==> src/rtl/vic_pkg.sv <==
package vic_pkg;

    localparam int MAX_CH_IDX_W = 6;

    localparam logic [7:0] IDX_RAW      = 8'h00;
    localparam logic [7:0] IDX_FST      = 8'h01;
    localparam logic [7:0] IDX_NST      = 8'h02;
    localparam logic [7:0] IDX_EN_SET   = 8'h03;
    localparam logic [7:0] IDX_EN_CLR   = 8'h04;
    localparam logic [7:0] IDX_CLASS    = 8'h05;
    localparam logic [7:0] IDX_VECT     = 8'h06;
    localparam logic [7:0] IDX_DEFAULT  = 8'h07;
    localparam logic [1:0] PRIO_PAGE    = 2'b01;
    localparam logic [1:0] VECT_PAGE    = 2'b10;

    typedef enum logic [3:0] {
        K_NONE, K_RAW, K_FST, K_NST, K_EN_SET, K_EN_CLR,
        K_CLASS, K_VECT, K_DEFAULT, K_PRIO, K_CHVEC
    } reg_kind_e;

    typedef struct packed {
        logic                    hit;
        logic [MAX_CH_IDX_W-1:0] ch;
    } win_t;

    function automatic reg_kind_e decode_idx(input logic [7:0] a);
        reg_kind_e k;
        k = K_NONE;
        if (a[7:6] == PRIO_PAGE)      k = K_PRIO;
        else if (a[7:6] == VECT_PAGE) k = K_CHVEC;
        else begin
            case (a)
                IDX_RAW:     k = K_RAW;
                IDX_FST:     k = K_FST;
                IDX_NST:     k = K_NST;
                IDX_EN_SET:  k = K_EN_SET;
                IDX_EN_CLR:  k = K_EN_CLR;
                IDX_CLASS:   k = K_CLASS;
                IDX_VECT:    k = K_VECT;
                IDX_DEFAULT: k = K_DEFAULT;
                default:     k = K_NONE;
            endcase
        end
        return k;
    endfunction

endpackage

==> src/rtl/vic_sync.sv <==
module vic_sync #(
    parameter int W      = 32,
    parameter int STAGES = 2
) (
    input  logic         clk,
    input  logic         rst,
    input  logic [W-1:0] d_i,
    output logic [W-1:0] q_o
);
    logic [STAGES-1:0][W-1:0] stg_q;

    generate
        for (genvar s = 0; s < STAGES; s++) begin : g_stage
            if (s == 0) begin : g_first
                always_ff @(posedge clk) begin
                    if (rst) stg_q[s] <= '0;
                    else     stg_q[s] <= d_i;
                end
            end else begin : g_next
                always_ff @(posedge clk) begin
                    if (rst) stg_q[s] <= '0;
                    else     stg_q[s] <= stg_q[s-1];
                end
            end
        end
    endgenerate

    assign q_o = stg_q[STAGES-1];
endmodule

==> src/rtl/vic_regs.sv <==
module vic_regs
    import vic_pkg::*;
#(
    parameter int NUM_CH = 32,
    parameter int PRIO_W = 4,
    parameter int DATA_W = 32
) (
    input  logic                           clk,
    input  logic                           rst,
    input  logic                           bus_en_i,
    input  logic                           bus_wr_i,
    input  logic [7:0]                     bus_addr_i,
    input  logic [DATA_W-1:0]              bus_wdata_i,
    output logic [DATA_W-1:0]              bus_rdata_o,
    input  logic [NUM_CH-1:0]              raw_i,
    input  logic [NUM_CH-1:0]              fst_i,
    input  logic [NUM_CH-1:0]              nst_i,
    input  logic [DATA_W-1:0]              vect_rd_i,
    output logic [NUM_CH-1:0]              en_o,
    output logic [NUM_CH-1:0]              cls_o,
    output logic [NUM_CH-1:0][PRIO_W-1:0]  prio_o,
    output logic [NUM_CH-1:0][DATA_W-1:0]  chvec_o,
    output logic [DATA_W-1:0]              dflt_o
);
    localparam int CH_W = (NUM_CH > 1) ? $clog2(NUM_CH) : 1;

    reg_kind_e         kind;
    logic              ch_ok;
    logic [CH_W-1:0]   ch_idx;
    logic              wr_stb;

    assign kind   = decode_idx(bus_addr_i);
    assign ch_ok  = (32'(bus_addr_i[5:0]) < NUM_CH);
    assign ch_idx = bus_addr_i[CH_W-1:0];
    assign wr_stb = bus_en_i && bus_wr_i;

    always_ff @(posedge clk) begin
        if (rst) begin
            en_o    <= '0;
            cls_o   <= '0;
            prio_o  <= '0;
            chvec_o <= '0;
            dflt_o  <= '0;
        end else if (wr_stb) begin
            case (kind)
                K_EN_SET:  en_o   <= en_o | bus_wdata_i[NUM_CH-1:0];
                K_EN_CLR:  en_o   <= en_o & ~bus_wdata_i[NUM_CH-1:0];
                K_CLASS:   cls_o  <= bus_wdata_i[NUM_CH-1:0];
                K_DEFAULT: dflt_o <= bus_wdata_i;
                K_PRIO:    if (ch_ok) prio_o[ch_idx]  <= bus_wdata_i[PRIO_W-1:0];
                K_CHVEC:   if (ch_ok) chvec_o[ch_idx] <= bus_wdata_i;
                default:   ; // end-of-service and unmapped writes change nothing
            endcase
        end
    end

    always_comb begin
        bus_rdata_o = '0;
        case (kind)
            K_RAW:     bus_rdata_o = DATA_W'(raw_i);
            K_FST:     bus_rdata_o = DATA_W'(fst_i);
            K_NST:     bus_rdata_o = DATA_W'(nst_i);
            K_EN_SET:  bus_rdata_o = DATA_W'(en_o);
            K_CLASS:   bus_rdata_o = DATA_W'(cls_o);
            K_VECT:    bus_rdata_o = vect_rd_i;
            K_DEFAULT: bus_rdata_o = dflt_o;
            K_PRIO:    if (ch_ok) bus_rdata_o = DATA_W'(prio_o[ch_idx]);
            K_CHVEC:   if (ch_ok) bus_rdata_o = chvec_o[ch_idx];
            default:   bus_rdata_o = '0;
        endcase
    end

    AST_EN_SET: assert property (@(posedge clk) disable iff (rst)
        (wr_stb && kind == K_EN_SET) |=> ((en_o & $past(bus_wdata_i[NUM_CH-1:0])) == $past(bus_wdata_i[NUM_CH-1:0])));
    AST_EN_CLR: assert property (@(posedge clk) disable iff (rst)
        (wr_stb && kind == K_EN_CLR) |=> ((en_o & $past(bus_wdata_i[NUM_CH-1:0])) == '0));
    AST_EOS_NO_EFFECT: assert property (@(posedge clk) disable iff (rst)
        (wr_stb && kind == K_VECT) |=> ($stable(en_o) && $stable(cls_o) && $stable(dflt_o)));
endmodule

==> src/rtl/vic_arbiter.sv <==
module vic_arbiter
    import vic_pkg::*;
#(
    parameter int NUM_CH = 32,
    parameter int PRIO_W = 4
) (
    input  logic                          clk,
    input  logic                          rst,
    input  logic [NUM_CH-1:0]             pend_i,
    input  logic [NUM_CH-1:0][PRIO_W-1:0] prio_i,
    output win_t                          win_o
);
    win_t              win_d;
    logic [PRIO_W-1:0] best;

    always_comb begin
        win_d = '0;
        best  = '1;
        for (int i = 0; i < NUM_CH; i++) begin
            // strict compare keeps the lower channel on equal priority
            if (pend_i[i] && (!win_d.hit || prio_i[i] < best)) begin
                win_d.hit = 1'b1;
                win_d.ch  = MAX_CH_IDX_W'(i);
                best      = prio_i[i];
            end
        end
    end

    always_ff @(posedge clk) begin
        if (rst) win_o <= '0;
        else     win_o <= win_d;
    end

    AST_WIN_FOLLOWS_PEND: assert property (@(posedge clk) disable iff (rst)
        (|pend_i) |=> win_o.hit);
    AST_NO_PEND_NO_WIN: assert property (@(posedge clk) disable iff (rst)
        !(|pend_i) |=> !win_o.hit);
endmodule

==> src/rtl/irq_vector_ctrl.sv <==
module irq_vector_ctrl
    import vic_pkg::*;
#(
    parameter int NUM_CH      = 32,
    parameter int PRIO_W      = 4,
    parameter int DATA_W      = 32,
    parameter int SYNC_STAGES = 2
) (
    input  logic              clk,
    input  logic              rst,
    input  logic [NUM_CH-1:0] irq_req_i,
    input  logic              bus_en_i,
    input  logic              bus_wr_i,
    input  logic [7:0]        bus_addr_i,
    input  logic [DATA_W-1:0] bus_wdata_i,
    output logic [DATA_W-1:0] bus_rdata_o,
    output logic              fiq_o,
    output logic              irq_o
);
    localparam int CH_W = (NUM_CH > 1) ? $clog2(NUM_CH) : 1;

    logic [NUM_CH-1:0]              raw;
    logic [NUM_CH-1:0]              en;
    logic [NUM_CH-1:0]              cls;
    logic [NUM_CH-1:0][PRIO_W-1:0]  prio;
    logic [NUM_CH-1:0][DATA_W-1:0]  chvec;
    logic [DATA_W-1:0]              dflt;
    logic [NUM_CH-1:0]              pend;
    logic [NUM_CH-1:0]              fst;
    logic [NUM_CH-1:0]              nst;
    logic [DATA_W-1:0]              vect_rd;
    win_t                           win;

    vic_sync #(.W(NUM_CH), .STAGES(SYNC_STAGES)) u_sync (
        .clk(clk), .rst(rst), .d_i(irq_req_i), .q_o(raw)
    );

    assign pend = raw & en;
    assign fst  = pend & cls;
    assign nst  = pend & ~cls;

    vic_arbiter #(.NUM_CH(NUM_CH), .PRIO_W(PRIO_W)) u_arb (
        .clk(clk), .rst(rst), .pend_i(nst), .prio_i(prio), .win_o(win)
    );

    assign vect_rd = win.hit ? chvec[win.ch[CH_W-1:0]] : dflt;

    vic_regs #(.NUM_CH(NUM_CH), .PRIO_W(PRIO_W), .DATA_W(DATA_W)) u_regs (
        .clk(clk), .rst(rst),
        .bus_en_i(bus_en_i), .bus_wr_i(bus_wr_i), .bus_addr_i(bus_addr_i),
        .bus_wdata_i(bus_wdata_i), .bus_rdata_o(bus_rdata_o),
        .raw_i(raw), .fst_i(fst), .nst_i(nst), .vect_rd_i(vect_rd),
        .en_o(en), .cls_o(cls), .prio_o(prio), .chvec_o(chvec), .dflt_o(dflt)
    );

    assign fiq_o = |fst;
    assign irq_o = |nst;

    AST_CLR_ALL_QUIET: assert property (@(posedge clk) disable iff (rst)
        (bus_en_i && bus_wr_i && bus_addr_i == IDX_EN_CLR && (&bus_wdata_i[NUM_CH-1:0])) |=> (!fiq_o && !irq_o));
    AST_IRQ_WINNER: assert property (@(posedge clk) disable iff (rst)
        irq_o |=> win.hit);
    AST_WIN_NOT_FAST: assert property (@(posedge clk) disable iff (rst)
        (win.hit && $stable(cls)) |-> !cls[win.ch[CH_W-1:0]]);
    AST_DEFAULT_VEC: assert property (@(posedge clk) disable iff (rst)
        !win.hit |-> (vect_rd == dflt));
endmodule

==> config.mk <==
export PLATFORM = sky130hd
export DESIGN_NAME = irq_vector_ctrl
export DESIGN_NICKNAME = d
export VERILOG_FILES = /design/src/rtl/vic_pkg.sv /design/src/rtl/vic_sync.sv /design/src/rtl/vic_regs.sv /design/src/rtl/vic_arbiter.sv /design/src/rtl/irq_vector_ctrl.sv
export SDC_FILE = /design/constraint.sdc
export NUM_CORES = 2
export LEC_CHECK = 0
export ABC_AREA = 0
export BUFFER_PORTS_ARGS = -buffer_cell sky130_fd_sc_hd__buf_2
export CAP_MARGIN = 20
export CORE_MARGIN = 1.5
export CORE_UTILIZATION = 31
export CTS_CLUSTER_SIZE = 30
export DETAILED_ROUTE_END_ITERATION = 8
export PLACE_DENSITY_LB_ADDON = 0.1
export SETUP_SLACK_MARGIN = 0.3
export SYNTH_ARGS = -nofsm -noshare
export SYNTH_HDL_FRONTEND = slang
export SYNTH_SLANG_ARGS = --single-unit
==> constraint.sdc <==
create_clock -name clk -period 66.2 [get_ports clk]
set_input_delay 6.62 -clock clk [delete_from_list [all_inputs] [get_ports clk]]
set_output_delay 6.62 -clock clk [all_outputs]
set_load 0.1 [all_outputs]
==> Yosys cells after proc, flatten, opt, wreduce, memory -nomap -nowiden <==
Memory sizes are Yosys's and may differ from the RTL's.
Cells that the tools add are included.
Widths: inputs -> output; s select.
{ "totals": {"reg_bits": 1318, "romBits": 32, "input_bits": 76, "word_cells": 313, "n_memories": 1} }
{ "memory_table": {"columns": ["name", "depth", "word_bits", "read_ports", "rd_ports_with_merged_regs", "write_ports", "line", "source"], "rows": [
  ["(name not given)", 8, 4, 1, 0, 0, "vic_pkg.sv:32", "case (a)"]
]} }
{ "classes": {"magnitude_cmp": 35, "n_eq_ne": 12, "n_mux": 83, "bitwise_logic": 7, "n_reduce_logical": 104} }
{ "op_table": {"columns": ["operator", "n"], "rows": [
  ["$bwmux 1024", 1],
  ["$bmux 32 s5", 2],
  ["$pmux 32 s9", 1],
  ["$mux 7", 32],
  ["$demux 32 s5", 1],
  ["$mux 32", 5],
  ["$mux 4", 37],
  ["$and 32x32->32", 4],
  ["$bwmux 128", 1],
  ["$lt 4x4->1", 31],
  ["$not 32->32", 2],
  ["$pmux 32 s2", 1],
  ["$reduce_or 32->1", 2],
  ["$logic_and 1x1->1", 33],
  ["$or 32x32->32", 1],
  ["$logic_not 1->1", 31],
  ["$logic_or 1x1->1", 31],
  ["$bmux 4 s5", 1],
  ["$demux 4 s5", 1],
  ["$eq 4x3->1 const B", 4],
  ["$eq 4x4->1 const B", 3],
  ["$lt 5x6->1 const B", 2],
  ["$eq 4x2->1 const B", 2],
  ["$lt 6x6->1 const B", 1],
  ["8 further kinds", 11]
]} }

==> Longest topological paths before layout <==
{ "logic_depth": {"depth_word": 127, "depth_mapped": 256, "ltp_nobuf": 245} }

==> Cells and area by module <==
Synthesis repeated with hierarchy kept, for this count alone.
{ "hier_totals": {"hier_cells": 9525, "area_unflattened_um2": 75122.0} }
{ "by_module_without_submodules": {"columns": ["module", "n_inst", "cells_each", "area_per_inst_um2"], "rows": [
  ["vic_regs", 1, 6962, 55443.2],
  ["irq_vector_ctrl", 1, 1216, 9700.6],
  ["vic_arbiter", 1, 1180, 7820.0],
  ["vic_sync", 1, 167, 2158.3]
]} }

==> Worst setup path before layout <==
Ideal clock, no wire load.
{ "synth_path": {"path_kind": "flip-flop to flip-flop", "startpoint": "register u_regs.cls_o[0]", "endpoint": "register u_arb.win_o[1] in the netlist's numbering", "t_arrival_ns": 42.171, "slack_ns": 23.955, "stages_incl_launch_ff": 237, "n_path_buf": 11, "period_less_slack_ns": 42.245, "cell_sequence": "dfxtp_1 > nand3b_1 > nor2_1 > ha_1 > and3b_1 > o21ai_0 > a21bo_1 > nor2_1 > nor3_1 > a21oi_1 > inv_1 > ha_1 > a21oi_1 > a21oi_1 > nor2_1 > a31oi_1 > nor3_1 > a21o_1 > [201 not listed] > inv_1 > ha_1 > and2_1 > a21oi_2 > mux2i_1 > ha_1 > a21o_1 > a21o_1 > a211o_1 > or4_1 > nand3_2 > mux2_1 > ha_1 > a2111o_1 > nor3_1 > nor2_1 > or3_1 > a31oi_1"} }
{ "synth_via": {"elab_chain_cells": 127} }
{ "synth_rtl": {"columns": ["element", "line", "source"], "rows": [
  ["start: declaration", "vic_regs.sv:20", "output logic [NUM_CH-1:0] cls_o,"],
  ["start signal: assignment", "vic_regs.sv:48", "K_CLASS: cls_o <= bus_wdata_i[NUM_CH-1:0];"],
  ["$not 32->32 *", "irq_vector_ctrl.sv:40", "assign nst = pend & ~cls;"],
  ["$and 32x32->32 *", "irq_vector_ctrl.sv:40", null],
  ["$mux 4 or $mux 7 (tied branches)", "vic_arbiter.sv:21", "if (pend_i[i] && (!win_d.hit || prio_i[i] < best)) begin"],
  ["$lt 4x4->1 or $logic_not 1->1 (tied branches)", "vic_arbiter.sv:21", null],
  ["$logic_or 1x1->1", "vic_arbiter.sv:21", null],
  ["$logic_and 1x1->1", "vic_arbiter.sv:21", null],
  ["$mux 4 or $mux 7 (tied branches)", "vic_arbiter.sv:21", null],
  ["$lt 4x4->1 or $logic_not 1->1 (tied branches)", "vic_arbiter.sv:21", null],
  ["[111 not listed]", null, null],
  ["$lt 4x4->1 or $logic_not 1->1 (tied branches)", "vic_arbiter.sv:21", null],
  ["$logic_or 1x1->1", "vic_arbiter.sv:21", null],
  ["$logic_and 1x1->1", "vic_arbiter.sv:21", null],
  ["$mux 4 or $mux 7 (tied branches)", "vic_arbiter.sv:21", null],
  ["$lt 4x4->1 or $logic_not 1->1 (tied branches)", "vic_arbiter.sv:21", null],
  ["$logic_or 1x1->1", "vic_arbiter.sv:21", null],
  ["$logic_and 1x1->1", "vic_arbiter.sv:21", null],
  ["$mux 7 *", "vic_arbiter.sv:21", null],
  ["end signal: assignment", "vic_arbiter.sv:31", "else win_o <= win_d;"],
  ["end: declaration", "vic_arbiter.sv:11", "output win_t win_o"]
]} }
Mark *: on every way between the ends. The rest lies on a longest branch, timed or not.
A chain may end at the register's enable or synchronous reset.

==> results.py <==
metrics = {
    "setup_path": {
        "criticalPathCategory": "reg2reg",
        "worst_setup_path_end_kind": "flip-flop",
        "critPathSlowestCell": "sky130_fd_sc_hd__nor2b_1",
        "largest_fanout_on_the_critical_path": 15,
        "reg2reg_slack_ps": 16340,
        "crit_reg_reg_endpoint": "u_arb.win_o[4]",
        "critical_path.most_common_cell": "sky130_fd_sc_hd__ha_1",
        "startpoint_type": "flip-flop",
        "crit_required_ps": 66970,
        "data_arrival_time_of_the_critical_path_ps": 50630,
        "reg2regPathDepth": 226,
        "max_stage_delay_ps": 780,
    },
    "floorplan": {
        "initial_core_util": 0.313,
        "dieHeight_um": 483,
        "floorplan.io_pins": 110,
        "dieArea_um2": 233000,
        "row_count": 175,
        "die-width_um": 483,
        "fp.coreArea_um2": 228000,
    },
    "drt": {
        "final_antenna_net_count": 0,
        "wl_um": 347000,
        "route.detailed.wl_per_inst_um": 31.4,
        "drcViolationCount": 0,
        "vias_per_cell": 5.93,
        "vias": 65600,
        "drt_iter0_drc": 7766,
        "detail_route.first_pass.iterations": 9,
    },
    "clock_network": {
        "cts_clock_pin_slew_for_the_worst_setup_and_hold_paths_ps": 70,
        "tritoncts": "done",
        "numCtsBuffers": 162,
        "cts_hold_buf": 0,
        "cts_root_buffer": "sky130_fd_sc_hd__clkbuf_16",
        "cts_sinks": 1318,
        "clk_latency_ps": 850,
        "cts-resized-gates": 0,
        "htree_num_levels": 4,
        "cts-root-to-sink-buffers": 3,
        "total_setup_buffers_inserted_after_cts": 0,
    },
    "yosys": {
        "number_of_flops_mapped_to_enable_cells_by_yosys": 0,
        "netlist_top_cells_count": "sky130_fd_sc_hd__nand2_1, sky130_fd_sc_hd__a21oi_1, sky130_fd_sc_hd__dfxtp_1",
        "synthDominantAreaCellType": "sky130_fd_sc_hd__dfxtp_1",
        "synth-async-reset-ratio": 0,
        "synth.cell_area_um2": 71400,
        "ys_types": 109,
        "avgSynthCellArea_um2": 8.61,
        "synth-seq-area-share": 0.370,
        "yosys_warnings": 0,
        "ys_top_cells_by_area": "sky130_fd_sc_hd__dfxtp_1, sky130_fd_sc_hd__mux4_2, sky130_fd_sc_hd__nand2_1, sky130_fd_sc_hd__a21oi_1, sky130_fd_sc_hd__clkbuf_1",
        "synthesis.nets": 8411,
        "synth.ff_latch_count": 1318,
        "postSynth.topFlopCell": "sky130_fd_sc_hd__dfxtp_1",
        "yosysTopAreaCellShare": 0.370,
        "synthMostInstantiatedCell": "sky130_fd_sc_hd__nand2_1",
        "syn-instance-count": 8295,
    },
    "sta": {
        "unrepaired_setup_endpoints_after_global_routing": "no",
        "final_min_period_over_clock_period": 0.753,
        "fmax_mhz": 20.1,
        "finalCriticalPeriod_ps": 49860,
        "measured_slew_at_the_worst_slew_check_pin_ps": 1430,
        "maxSlewViolCount": 0,
        "max_slew_margin": 0.0162,
        "report.final.hold_viol_count": 0,
        "finClkSkew_ps": 24.0,
        "setup_viol_count_final": 0,
        "setup-tns-final_ps": 0,
    },
    "power_and_ir_drop": {
        "clockPowerShare": 0.516,
        "p_switching_uw": 450,
        "cellPowerDensity_nw_per_um2": 22.7,
        "ir_worst_vdd_mv": 0.0222,
        "p_seq_frac": 0.440,
        "power.share.combinational": 0.044,
        "totalPowerFinal_mw": 1.81,
        "total_leakage_power_nw": 24.9,
        "switching_share": 0.248,
        "p_int_mw": 1.36,
    },
    "global_route": {
        "track_usage": 0.291,
        "initial_antenna_violation_count": 29,
        "grt_pass1_wl_um": 484000,
        "globalRouteOverflowTotal": 0,
        "via_count_of_the_first_global_routing_pass": 61600,
        "grt_max_degree": 224,
    },
    "hold_path": {
        "min_delay_worst_endpoint": "u_sync.q_o[28]",
        "min_path_cells": 1,
        "worstHoldStart": "u_sync.stg_q[28]",
        "timing.hold.worst.class": "reg2reg",
    },
    "place": {
        "detailed_place_hpwl_um": 206000,
        "globalplace.congestion": 0.895,
        "port_buffers": 109,
    },
    "run": {
        "max_cap_viol_count": 0,
    },
    "outcome": {
        "status": "complete, no violations",
    },
    "final_layout": {
        "flow.area_growth_from_synthesis_pct": 11.8,
        "post_route_cells_drive_above_1_share": 0.167,
        "nNetsFinal": 8047,
    },
}
## cell families after synthesis
family,share of synthesized area
xor gates and xnor gates,0.00159
adders and majority gates,0.0114
and+or+nand+nor,0.177
muxes,0.215
buffers and inverters,0.0473
DFF,0.370
AOI/OAI and AO/OA,0.179
## cell type report
type                       instances  area (um^2)
tap                             3009         3760
antenna                            9         22.5
timing repair buffer             260         1840
clock buffer                     231         4690
inverter                          88          330
multi-input combinational       6101        42000
sequential                      1318        26400
clock inverter                    57          772
fill                           23100       148000
## sequential cells by signal, indices dropped and copies added (netlist names), named ones only
| register | flops |
|---|---|
| u_arb.win_o | 6 |
| u_regs.chvec_o | 1024 |
| u_regs.cls_o | 32 |
| u_regs.dflt_o | 32 |
| u_regs.prio_o | 128 |
| u_sync.q_o | 32 |
| u_sync.stg_q | 32 |
## worst max path at each step
stage,start,endpoint,slack (ps)
finish,flip-flop,u_arb.win_o[4],16340
CTS,flip-flop,u_arb.win_o[4],16810
floorplan,u_regs.cls_o[0],u_arb.win_o[1],23950
detailed placement,flip-flop,u_arb.win_o[4],17030
global placement,flip-flop,u_arb.win_o[4],17650
global route,flip-flop,u_arb.win_o[4],11660
## cells in the final DEF (no fill, tap or decap), drive strengths merged, types with 20 or more instances in the layout
master  Yosys  layout
nand2    2516    2516
a21oi    1364    1364
dfxtp    1318    1318
mux4      628     628
o21ai     298     298
buf       100     260
clkbuf    688     231
nor2      189     189
inv        87      96
a22oi      91      91
mux2i      86      86
nor2b      84      84
nand3      68      68
ha         40      40
a311oi     40      40
a31o       37      37
nand2b     34      34
a222oi     31      31
maj3       31      31
a31oi      30      30
nand4      29      29
a21o       29      29
a211oi     29      29
mux2       28      28
nor3       27      27
clkinv      1      27
and2       26      26
nand3b     25      25
o22ai      22      22
or2        22      22
a221oi     21      21
o211ai     20      20
and3       20      20
## through the flow
step	cell area (um^2)	worst slack (ps)	utilization	hold WS (ps)	std cells
floorplan	71400	23950	-	414	8295
global placement	74300	17650	0.326	418	10800
detailed placement	74300	17030	0.326	424	10800
CTS	79800	16810	0.350	414	11100
global route	79800	11660	0.350	440	11100
finish	79900	16340	0.350	432	11100
## layer usage
| layer | share of wire | vias up | track usage |
|---|---|---|---|
| met2 | 0.45 | 3044 | 0.458 |
| met1 | 0.42 | 33200 | 0.390 |
| met3 | 0.087 | 589 | 0.0597 |
| met4 | 0.040 | 14 | 0.112 |
| li1 | - | 28800 | - |
| met5 | 0.00028 | - | 0 |
## worst max-delay path, delay by kind of cell (launching register included)
family	cells	cell delay, ps
and+or+nand+nor	64	12150
DFF	1	420
AOI/OAI and AO/OA	96	23560
adders and majority gates	30	8320
buffers and inverters	22	1590
muxes	14	3710
## power by group through the flow
stage | registers (mW) | clock network [mW] | logic, mW
floorplan | 0.814 | 0 | 0.0481
global placement | 0.815 | 0 | 0.0792
detailed placement | 0.815 | 0 | 0.0791
CTS | 0.797 | 0.948 | 0.0792
global route | 0.797 | 0.979 | 0.0826
finish | 0.798 | 0.934 | 0.0803
Power figures use the tool's default switching activity.
